`src/rtl/microSeqPkg.sv`:
```
package microSeqPkg;
  localparam int UPC_W  = 4;
  localparam int CTL_W  = 15;
  localparam int MODE_W = 4;
  localparam int ROM_DEPTH = 1 << UPC_W;

  // Strobe bundle; field order matches the bit order of the control field.
  typedef struct packed {
    logic memWr;
    logic memRd;
    logic marWr;
    logic pcWr;
    logic pcRd;
    logic accWr;
    logic accRd;
    logic irWr;
    logic irRd;
    logic rtnWr;
    logic rtnRd;
    logic argWr;
    logic aluSel0;
    logic aluSel1;
    logic bufRd;
  } strobeT;

  // One microinstruction: control field, mode {f0,f1,f2,f3}, two targets.
  typedef struct packed {
    logic [CTL_W-1:0]  ctl;
    logic [MODE_W-1:0] mode;
    logic [UPC_W-1:0]  tgtA;
    logic [UPC_W-1:0]  tgtB;
  } uWordT;

  typedef enum logic [1:0] {
    NA_JUMP,
    NA_WAIT_IRQ,
    NA_DISPATCH,
    NA_ZERO
  } naKindT;

  localparam logic [MODE_W-1:0] MODE_WAIT_IRQ = 4'b1010;
  localparam logic [MODE_W-1:0] MODE_DISPATCH = 4'b0100;
  localparam logic [MODE_W-1:0] MODE_ZERO     = 4'b0001;
  localparam logic [MODE_W-1:0] MODE_JUMP     = 4'b0000;
endpackage

```
`src/rtl/microRom.sv`:
```
module microRom
  import microSeqPkg::*;
(
  input  logic [UPC_W-1:0] addr,
  output uWordT            word
);
  function automatic uWordT mk(input logic [CTL_W-1:0] c, input logic [MODE_W-1:0] m,
                               input logic [UPC_W-1:0] a, input logic [UPC_W-1:0] b);
    uWordT w;
    w.ctl  = c;
    w.mode = m;
    w.tgtA = a;
    w.tgtB = b;
    return w;
  endfunction

  always_comb begin
    unique case (addr)
      4'd0:  word = mk(15'h1400, MODE_WAIT_IRQ, 4'd1,  4'd2);  // pc -> mar, wait/irq
      4'd1:  word = mk(15'h0420, MODE_JUMP,     4'd5,  4'd0);  // pc -> rtn (irq entry)
      4'd2:  word = mk(15'h2080, MODE_JUMP,     4'd3,  4'd0);  // mem -> ir
      4'd3:  word = mk(15'h1040, MODE_DISPATCH, 4'd0,  4'd0);  // ir -> mar, dispatch
      4'd4:  word = mk(15'h0000, MODE_ZERO,     4'd5,  4'd11); // zero test
      4'd5:  word = mk(15'h0840, MODE_JUMP,     4'd0,  4'd0);  // ir -> pc
      4'd6:  word = mk(15'h0108, MODE_JUMP,     4'd13, 4'd0);  // acc -> arg (add)
      4'd7:  word = mk(15'h0108, MODE_JUMP,     4'd14, 4'd0);  // acc -> arg (sub)
      4'd8:  word = mk(15'h2200, MODE_JUMP,     4'd11, 4'd0);  // mem -> acc
      4'd9:  word = mk(15'h4100, MODE_JUMP,     4'd11, 4'd0);  // acc -> mem
      4'd10: word = mk(15'h0810, MODE_JUMP,     4'd0,  4'd0);  // rtn -> pc
      4'd11: word = mk(15'h0406, MODE_JUMP,     4'd12, 4'd0);  // pc + 1 -> buf
      4'd12: word = mk(15'h0801, MODE_JUMP,     4'd0,  4'd0);  // buf -> pc
      4'd13: word = mk(15'h2004, MODE_JUMP,     4'd15, 4'd0);  // arg + mem -> buf
      4'd14: word = mk(15'h2002, MODE_JUMP,     4'd15, 4'd0);  // arg - mem -> buf
      4'd15: word = mk(15'h0201, MODE_JUMP,     4'd11, 4'd0);  // buf -> acc
    endcase
  end
endmodule

```
`src/rtl/nextAddrUnit.sv`:
```
module nextAddrUnit
  import microSeqPkg::*;
#(
  parameter int OPC_W    = 3,
  parameter int DISP_OFS = 4
) (
  input  logic [MODE_W-1:0] mode,
  input  logic [UPC_W-1:0]  tgtA,
  input  logic [UPC_W-1:0]  tgtB,
  input  logic [UPC_W-1:0]  curUpc,
  input  logic              idle,
  input  logic              dack,
  input  logic              ireq,
  input  logic              iack,
  input  logic              zeroFlag,
  input  logic [OPC_W-1:0]  opcode,
  output logic [UPC_W-1:0]  nxt
);
  naKindT kind;

  always_comb begin
    unique case (mode)
      MODE_WAIT_IRQ: kind = NA_WAIT_IRQ;
      MODE_DISPATCH: kind = NA_DISPATCH;
      MODE_ZERO:     kind = NA_ZERO;
      default:       kind = NA_JUMP;   // any other coding is a plain jump
    endcase
  end

  always_comb begin
    unique case (kind)
      NA_WAIT_IRQ: begin
        if (!idle && dack)       nxt = curUpc;
        else if (ireq && !iack)  nxt = tgtA;
        else                     nxt = tgtB;
      end
      NA_DISPATCH: nxt = UPC_W'(opcode) + UPC_W'(DISP_OFS);
      NA_ZERO:     nxt = zeroFlag ? tgtA : tgtB;
      default:     nxt = tgtA;
    endcase
  end
endmodule

```
`src/rtl/strobeDecode.sv`:
```
module strobeDecode
  import microSeqPkg::*;
(
  input  logic [CTL_W-1:0] ctl,
  output strobeT           stb,
  output logic             memReq
);
  always_comb begin
    stb    = strobeT'(ctl);
    memReq = stb.memWr | stb.memRd;
  end
endmodule

```
`src/rtl/microSequencer.sv`:
```
module microSequencer
  import microSeqPkg::*;
#(
  parameter int OPC_W    = 3,
  parameter int DISP_OFS = 4
) (
  input  logic              clk,
  input  logic              rst,
  input  logic              idle,
  input  logic              dack,
  input  logic              ireq,
  input  logic              iack,
  input  logic              zeroFlag,
  input  logic [OPC_W-1:0]  opcode,
  output logic [CTL_W-1:0]  strobes,
  output logic              memReq,
  output logic [UPC_W-1:0]  upc,
  output logic              instrStart
);
  logic [UPC_W-1:0] upcQ;
  logic [UPC_W-1:0] upcNxt;
  uWordT            uWord;
  strobeT           stb;

  microRom uRom (
    .addr (upcQ),
    .word (uWord)
  );

  nextAddrUnit #(.OPC_W(OPC_W), .DISP_OFS(DISP_OFS)) uNext (
    .mode     (uWord.mode),
    .tgtA     (uWord.tgtA),
    .tgtB     (uWord.tgtB),
    .curUpc   (upcQ),
    .idle     (idle),
    .dack     (dack),
    .ireq     (ireq),
    .iack     (iack),
    .zeroFlag (zeroFlag),
    .opcode   (opcode),
    .nxt      (upcNxt)
  );

  strobeDecode uDec (
    .ctl    (uWord.ctl),
    .stb    (stb),
    .memReq (memReq)
  );

  always_ff @(posedge clk) begin
    if (rst) upcQ <= '0;
    else     upcQ <= upcNxt;
  end

  assign strobes    = stb;
  assign upc        = upcQ;
  assign instrStart = (upcQ == '0);

  // reset returns the counter to 0
  a_r1_reset_zero: assert property (@(posedge clk) rst |=> (upcQ == '0));

  // handshake hold at microaddress 0
  a_r4_hold: assert property (@(posedge clk) disable iff (rst)
    (upcQ == '0 && !idle && dack) |=> (upcQ == '0));

  // interrupt branch and fetch path out of microaddress 0
  a_r5_irq_branch: assert property (@(posedge clk) disable iff (rst)
    (upcQ == '0 && (idle || !dack) && ireq && !iack) |=> (upcQ == UPC_W'(1)));
  a_r5_fetch_branch: assert property (@(posedge clk) disable iff (rst)
    (upcQ == '0 && (idle || !dack) && !(ireq && !iack)) |=> (upcQ == UPC_W'(2)));

  // opcode dispatch
  a_r6_dispatch: assert property (@(posedge clk) disable iff (rst)
    (upcQ == UPC_W'(3)) |=> (upcQ == UPC_W'($past(opcode)) + UPC_W'(DISP_OFS)));

  // zero-flag branch
  a_r7_zero_branch: assert property (@(posedge clk) disable iff (rst)
    (upcQ == UPC_W'(4)) |=> (upcQ == ($past(zeroFlag) ? UPC_W'(5) : UPC_W'(11))));

  // single bus reader
  a_r11_one_reader: assert property (@(posedge clk) disable iff (rst)
    $countones({stb.memRd, stb.pcRd, stb.accRd, stb.irRd, stb.rtnRd, stb.bufRd}) <= 1);
endmodule

```
`config.mk`:
```
export PLATFORM = sky130hd
export DESIGN_NAME = microSequencer
export DESIGN_NICKNAME = d
export VERILOG_FILES = /design/src/rtl/microSeqPkg.sv /design/src/rtl/microRom.sv /design/src/rtl/nextAddrUnit.sv /design/src/rtl/strobeDecode.sv /design/src/rtl/microSequencer.sv
export SDC_FILE = /design/constraint.sdc
export NUM_CORES = 1
export LEC_CHECK = 0
export ABC_AREA = 1
export BUFFER_PORTS_ARGS = -buffer_cell sky130_fd_sc_hd__buf_2
export CAP_MARGIN = 40
export CORE_MARGIN = 10
export CORE_UTILIZATION = 50
export DETAILED_ROUTE_END_ITERATION = 8
export PLACE_DENSITY = 0.84
export RECOVER_POWER = 100
export SYNTH_ARGS = -nofsm -noshare
export SYNTH_HDL_FRONTEND = slang
export SYNTH_HIERARCHICAL = 1
export SYNTH_SLANG_ARGS = --single-unit
```
`constraint.sdc`:
```
create_clock -name clk -period 2.25 [get_ports clk]
set_input_delay 0.45 -clock clk [delete_from_list [all_inputs] [get_ports clk]]
set_output_delay 0.45 -clock clk [all_outputs]
set_load 0.01 [all_outputs]
```
After elaboration in Yosys (flattened, before gate mapping)
Memory sizes are Yosys's and may differ from the RTL's. A register that Yosys moved wholly into a read port is not among the register bits.
Cells that the tools add are included.
W data, S select, Z words.
{ "word_totals": {"register_bits": 4, "latchBits": 0, "mem_bits_rw": 0, "rom_bits": 416, "out_inout_bits": 21, "wordCells": 23, "n_memories": 1} }
{ "memory_table": {"columns": ["name", "words", "word_bits", "rd", "rd_ports_with_merged_regs", "wr", "line_no", "source"], "rows": [
  ["(no name shown)", 16, 26, 1, 1, 0, "microRom.sv:18", "unique case (addr)"]
]} }
{ "op_classes": {"add_sub_neg": 1, "mul": 0, "div": 0, "order_cmp": 0, "n_eq_ne": 7, "shifts": 0, "muxes": 7, "n_bitwise": 1, "n_reduce_logical": 5} }
{ "op_table": {"columns": ["cell", "count"], "rows": [
  ["$mux W4", 5],
  ["$pmux W4 S3", 1],
  ["$pmux W2 S3", 1],
  ["$add A3 B3 Y4 const B", 1],
  ["$eq A2 B2 Y1 const B", 2],
  ["$eq A4 B1 Y1 const B", 1],
  ["$eq A4 B3 Y1 const B", 1],
  ["$eq A4 B4 Y1 const B", 1],
  ["$logic_not A4 Y1", 1],
  ["$eq A2 B1 Y1 const B", 1],
  ["$logic_and A1 B1 Y1", 2],
  ["$logic_not A1 Y1", 2],
  ["$ne A2 B2 Y1 const B", 1],
  ["$or A1 B1 Y1", 1]
]} }

Depth between registers and ports, before layout
{ "logic_depth": {"depth_word": 7, "mapped_depth": 14, "depth_no_buf": 14} }

By module
Netlist, hierarchy kept.
{ "by_module_without_submodules": {"columns": ["module", "n_inst", "cells_per_inst", "area_per_inst_um2", "seq_area_each_um2"], "rows": [
  ["microRom", 1, 83, 456.7, 0.0],
  ["nextAddrUnit", 1, 82, 389.1, 0.0],
  ["microSequencer", 1, 19, 136.4, 80.1],
  ["strobeDecode", 1, 18, 123.9, 0.0]
]} }

Worst setup path before layout
No wires, ideal clock.
{ "synth_path": {"path_type": "register -> register", "startpoint": "register upc[1] (netlist name)", "endpoint": "register upcQ[1], in the netlist upc[1]", "setup_ns": 0.064, "arrival_time_ns": 1.811, "t_required_ns": 2.186, "setup_slack_ns": 0.375, "path_stages_with_launch": 14, "path_buffers": 1, "path_cell_list": "dfxtp_1 inv_1 ha_1 inv_1 nor3_1 buf_4 nand2_1 inv_1 nand2_2 nor2_1 nand2_1 nand3_2 inv_1 nor2_1"} }
{ "synth_lines": {"columns": ["element", "line_no", "source"], "rows": [
  ["end signal: assignment", "microSequencer.sv:52", "else upcQ <= upcNxt;"],
  ["end: declaration", "microSequencer.sv:20", "logic [UPC_W-1:0] upcQ;"]
]} }

==> results_tabular.tex <==
\begin{tabular}{lr}
\hline
Metric & Value \\
\hline
\multicolumn{2}{l}{\textbf{Global routing}} \\
\quad Pin count of the biggest net entering global routing & 15 \\
\quad Global route overflow & 0 \\
\quad Via count of the first global-routing pass & 1079 \\
\quad Total routing usage reported by global routing & 11.7\% \\
\quad Wire length of the first global-routing pass & approximately 4400 um \\
\quad Number of antenna violations at the first check in global routing & 0 \\
\multicolumn{2}{l}{\textbf{STA}} \\
\quad Final setup slack of the worst path & slightly above 0.2 ns \\
\quad Crit share post-route & 91.0\% \\
\quad Worst hold slack across all endpoints & 0.419 ns \\
\quad Worst-case headroom to the max-slew limit & between 50 and 60\% \\
\quad Final worst clock skew & 0.00267 ns \\
\quad Final setup violation count & 0 \\
\quad Final hold viol count & 0 \\
\quad FMAX & 489 MHz \\
\quad Transition time of the tightest slew-check pin & between 0.6 and 0.7 ns \\
\quad Count of final max-slew check failures & 0 \\
\quad Unrepaired setup endpoints after global routing & no \\
\quad Tmin final & around 2.0 ns \\
\quad Final setup TNS & 0 ns \\
\multicolumn{2}{l}{\textbf{Cells and area}} \\
\quad Diode count & 0 \\
\quad Synth-to-layout area growth & 3.05\% \\
\quad Final core occ & a little under three fifths \\
\quad Highest-count cells in the layout ignoring fill and taps & 59 x nand2\_1, 32 x inv\_1, 25 x nor2\_1 \\
\quad Filler cell count in the final layout & 230 \\
\quad Share of final-layout standard cells stronger than drive strength 1 & around 18\% \\
\quad Final nets & $\sim$240 \\
\quad Register area & about 80 um\^{}2 \\
\quad Commonest non-fill, non-tap cell in the layout & nand2\_1 \\
\quad Number of flip-flops in the largest register & 4 \\
\quad Area occupied by multi-input gates & around 700 um\^{}2 \\
\multicolumn{2}{l}{\textbf{Critical path}} \\
\quad Arrival time at the worst endpoint & 1.60 ns \\
\quad Peak fanout along the critical path & 9 \\
\quad Library cell contributing the largest single delay on the critical path & clkbuf\_1 \\
\quad Cell-by-cell listing of the critical path & clkbuf\_1 > ha\_1 > nand3\_1 > nand2\_1 > inv\_1 > nand2\_1 > clkbuf\_1 \\
\quad Slowest Stage Delay on Critical Path & $\sim$0.34 ns \\
\quad Critical Path Source & upc[1]\$\_SDFF\_PP0\_ \\
\quad Worst Setup End Kind & output pin \\
\quad Category of the most critical setup path & flop to output pin \\
\quad Startpoint class of the critical path & flop \\
\quad Required arrival time at the worst endpoint & 1.80 ns \\
\quad Worst reg2reg startpoint & upc[1]\$\_SDFF\_PP0\_ \\
\multicolumn{2}{l}{\textbf{Pwr}} \\
\quad Flop pwr share & under 10\% \\
\quad Leakage component of the power & between 0.0006 and 0.0007 uW \\
\quad Worst vdd ir & 0.644 mV \\
\quad Logic gate share of total power & 85.3\% \\
\quad Power spent charging and discharging nets & 909 uW \\
\quad Net switching fraction of the power & 59.7\% \\
\quad Total internal power & slightly above 600 uW \\
\quad Power density cells & approximately 1300 mW/mm\^{}2 \\
\quad Fraction of power consumed by the clock network & under 10\% \\
\multicolumn{2}{l}{\textbf{Min path}} \\
\quad Hold Path Class & input port to flop \\
\quad Start point of the worst min-delay path & rst \\
\multicolumn{2}{l}{\textbf{Routing}} \\
\quad Final routed wirelength across all metal layers & 2620 um \\
\quad Number of DRC violations after detailed-routing iteration 0 & 82 \\
\quad Detailed-route vias per instance & just under 5 \\
\quad Total via count in the routed design & approximately 1200 \\
\quad Routed length per placed instance & 10.7 um \\
\quad Drt drc & 0 \\
\quad Antenna Violating Nets Remaining & 0 \\
\quad First-pass DRT Iterations & 4 \\
\multicolumn{2}{l}{\textbf{Yosys}} \\
\quad Yosys reg bits & 4 \\
\quad Net Count, Synth & between 200 and 250 \\
\quad Area of the mapped netlist & 0.00111 mm\^{}2 \\
\quad Number of instances in the synthesized netlist & 202 \\
\quad Distinct cells, synth & 19 \\
\quad Portion of the post-synthesis area used by sequential elements & 7.24\% \\
\quad Total of warnings raised by yosys & 6 \\
\quad Syn\_area\_per\_cell & approximately 5.5 um\^{}2 \\
\multicolumn{2}{l}{\textbf{Clock tree}} \\
\quad Root buffer selected by CTS & clkbuf\_4 \\
\quad CTS tree & done \\
\quad Clock slew at the register clock pins of the worst setup and hold paths & approximately 0.040 ns \\
\quad Number of clock sinks seen by CTS & 4 \\
\quad Setup Buffers After CTS & 0 \\
\quad Count of H-tree levels built during CTS & 1 \\
\quad Longest Clk Path Bufs & 2 \\
\quad Number of hold buffers added after cts & 0 \\
\quad Post-cts resize count & 0 \\
\quad Source-to-sink clock delay at the later pin of the worst-skew pair & 0.23 ns \\
\quad CTS Buf Count & 3 \\
\multicolumn{2}{l}{\textbf{Die}} \\
\quad Core area & a little over 0.002 mm\^{}2 \\
\quad Starting density of the core & between 50\% and 60\% \\
\quad Count of pins on the block boundary & 31 \\
\quad DIE AREA & around 0.0045 mm\^{}2 \\
\quad Floorplan die width & between 60 and 70 um \\
\quad Vert. Die Dim & 67.0 um \\
\quad Number of placement rows & 16 \\
\multicolumn{2}{l}{\textbf{Placement}} \\
\quad HPWL after detailed placement & between 2000 and 2500 um \\
\quad Final RePlAce weighted congestion & 0.942 \\
\quad Count of buffers inserted at the top-level ports & 30 \\
\quad Minimum setup slack after placement & $\sim$0.33 ns \\
\multicolumn{2}{l}{\textbf{Status}} \\
\quad Status & complete, no violations \\
\multicolumn{2}{l}{\textbf{Run}} \\
\quad Maxcap violations & 0 \\
\hline
\end{tabular}
## routing by layer
metal  track usage [%]  vias up  wire (um)
met1              13.4      498       1110
met4              4.62        0         25
met3              3.51        2        247
met5                 0        -          0
li1                  -      628          -
met2              19.7       52       1240
## through the flow
stage          instances  power, uW  area [um^2]
6_report             244       1520         1140
5_1_grt              244       1720         1140
4_1_cts              244       1570         1160
3_5_place_dp         241       1480         1140
3_3_place_gp         241       1460         1140
2_1_floorplan        202       1300         1110
## logic make-up (layout without fill, tap and decap cells)
group,Yosys count,after routing,synth area share (%)
AO/OA/AOI/OAI,5,5,2.26
adder cells (fa/ha/maj),8,8,9.05
buffers and inverters,59,74,29.5
flip-flops,4,4,7.24
other,1,1,0.339
AND/OR/NAND/NOR,125,125,51.6
## power groups by stage
stage / Clock [uW] / Sequential, uW / Combinational [uW]
2_1_floorplan: 0 / 178 / 1120
3_3_place_gp: 0 / 139 / 1320
4_1_cts: 89.6 / 140 / 1340
5_1_grt: 96.1 / 143 / 1480
3_5_place_dp: 0 / 142 / 1340
6_report: 86.1 / 138 / 1300
## worst max-delay path, delay by kind of cell (launching register included)
| family | cells | cell delay (ns) |
|---|---|---|
| fa+ha+maj | 1 | 0.27 |
| simple gates | 3 | 0.25 |
| buf+inv | 3 | 0.53 |
| flops | 1 | 0.31 |
## synthesized netlist by cell type, drive strengths merged
| cell | instances | area, um^2 |
|---|---|---|
| o21ai | 4 | 20.0 |
| dfxtp | 4 | 80.1 |
| nor3 | 2 | 10.0 |
| buf | 24 | 195 |
| inv | 35 | 131 |
| conb | 1 | 3.75 |
| nand3 | 23 | 140 |
| nand2 | 64 | 253 |
| a21oi | 1 | 5.00 |
| ha | 8 | 100 |
| nand4 | 8 | 50.1 |
| nor2 | 28 | 118 |
## cell type report
type / instances / area share (%)
multi-input combinational: 139 / 61.4
timing repair buffer: 36 / 15.1
inverter: 35 / 11.5
sequential: 4 / 7.03
tap: 27 / 2.96
clock buffer: 3 / 1.98
## path summary, 6_finish.rpt
kind / end / slack, ns / cells past startpoint
setup / recovery: memReq / 0.20 / 7
hold / removal: upc[1]$_SDFF_PP0_ / 0.42 / 2
setup reg to reg: upc[0]$_SDFF_PP0_ / 0.30 / 12
hold reg to reg: upc[2]$_SDFF_PP0_ / 0.79 / 6
Power figures use the tool's default switching activity.
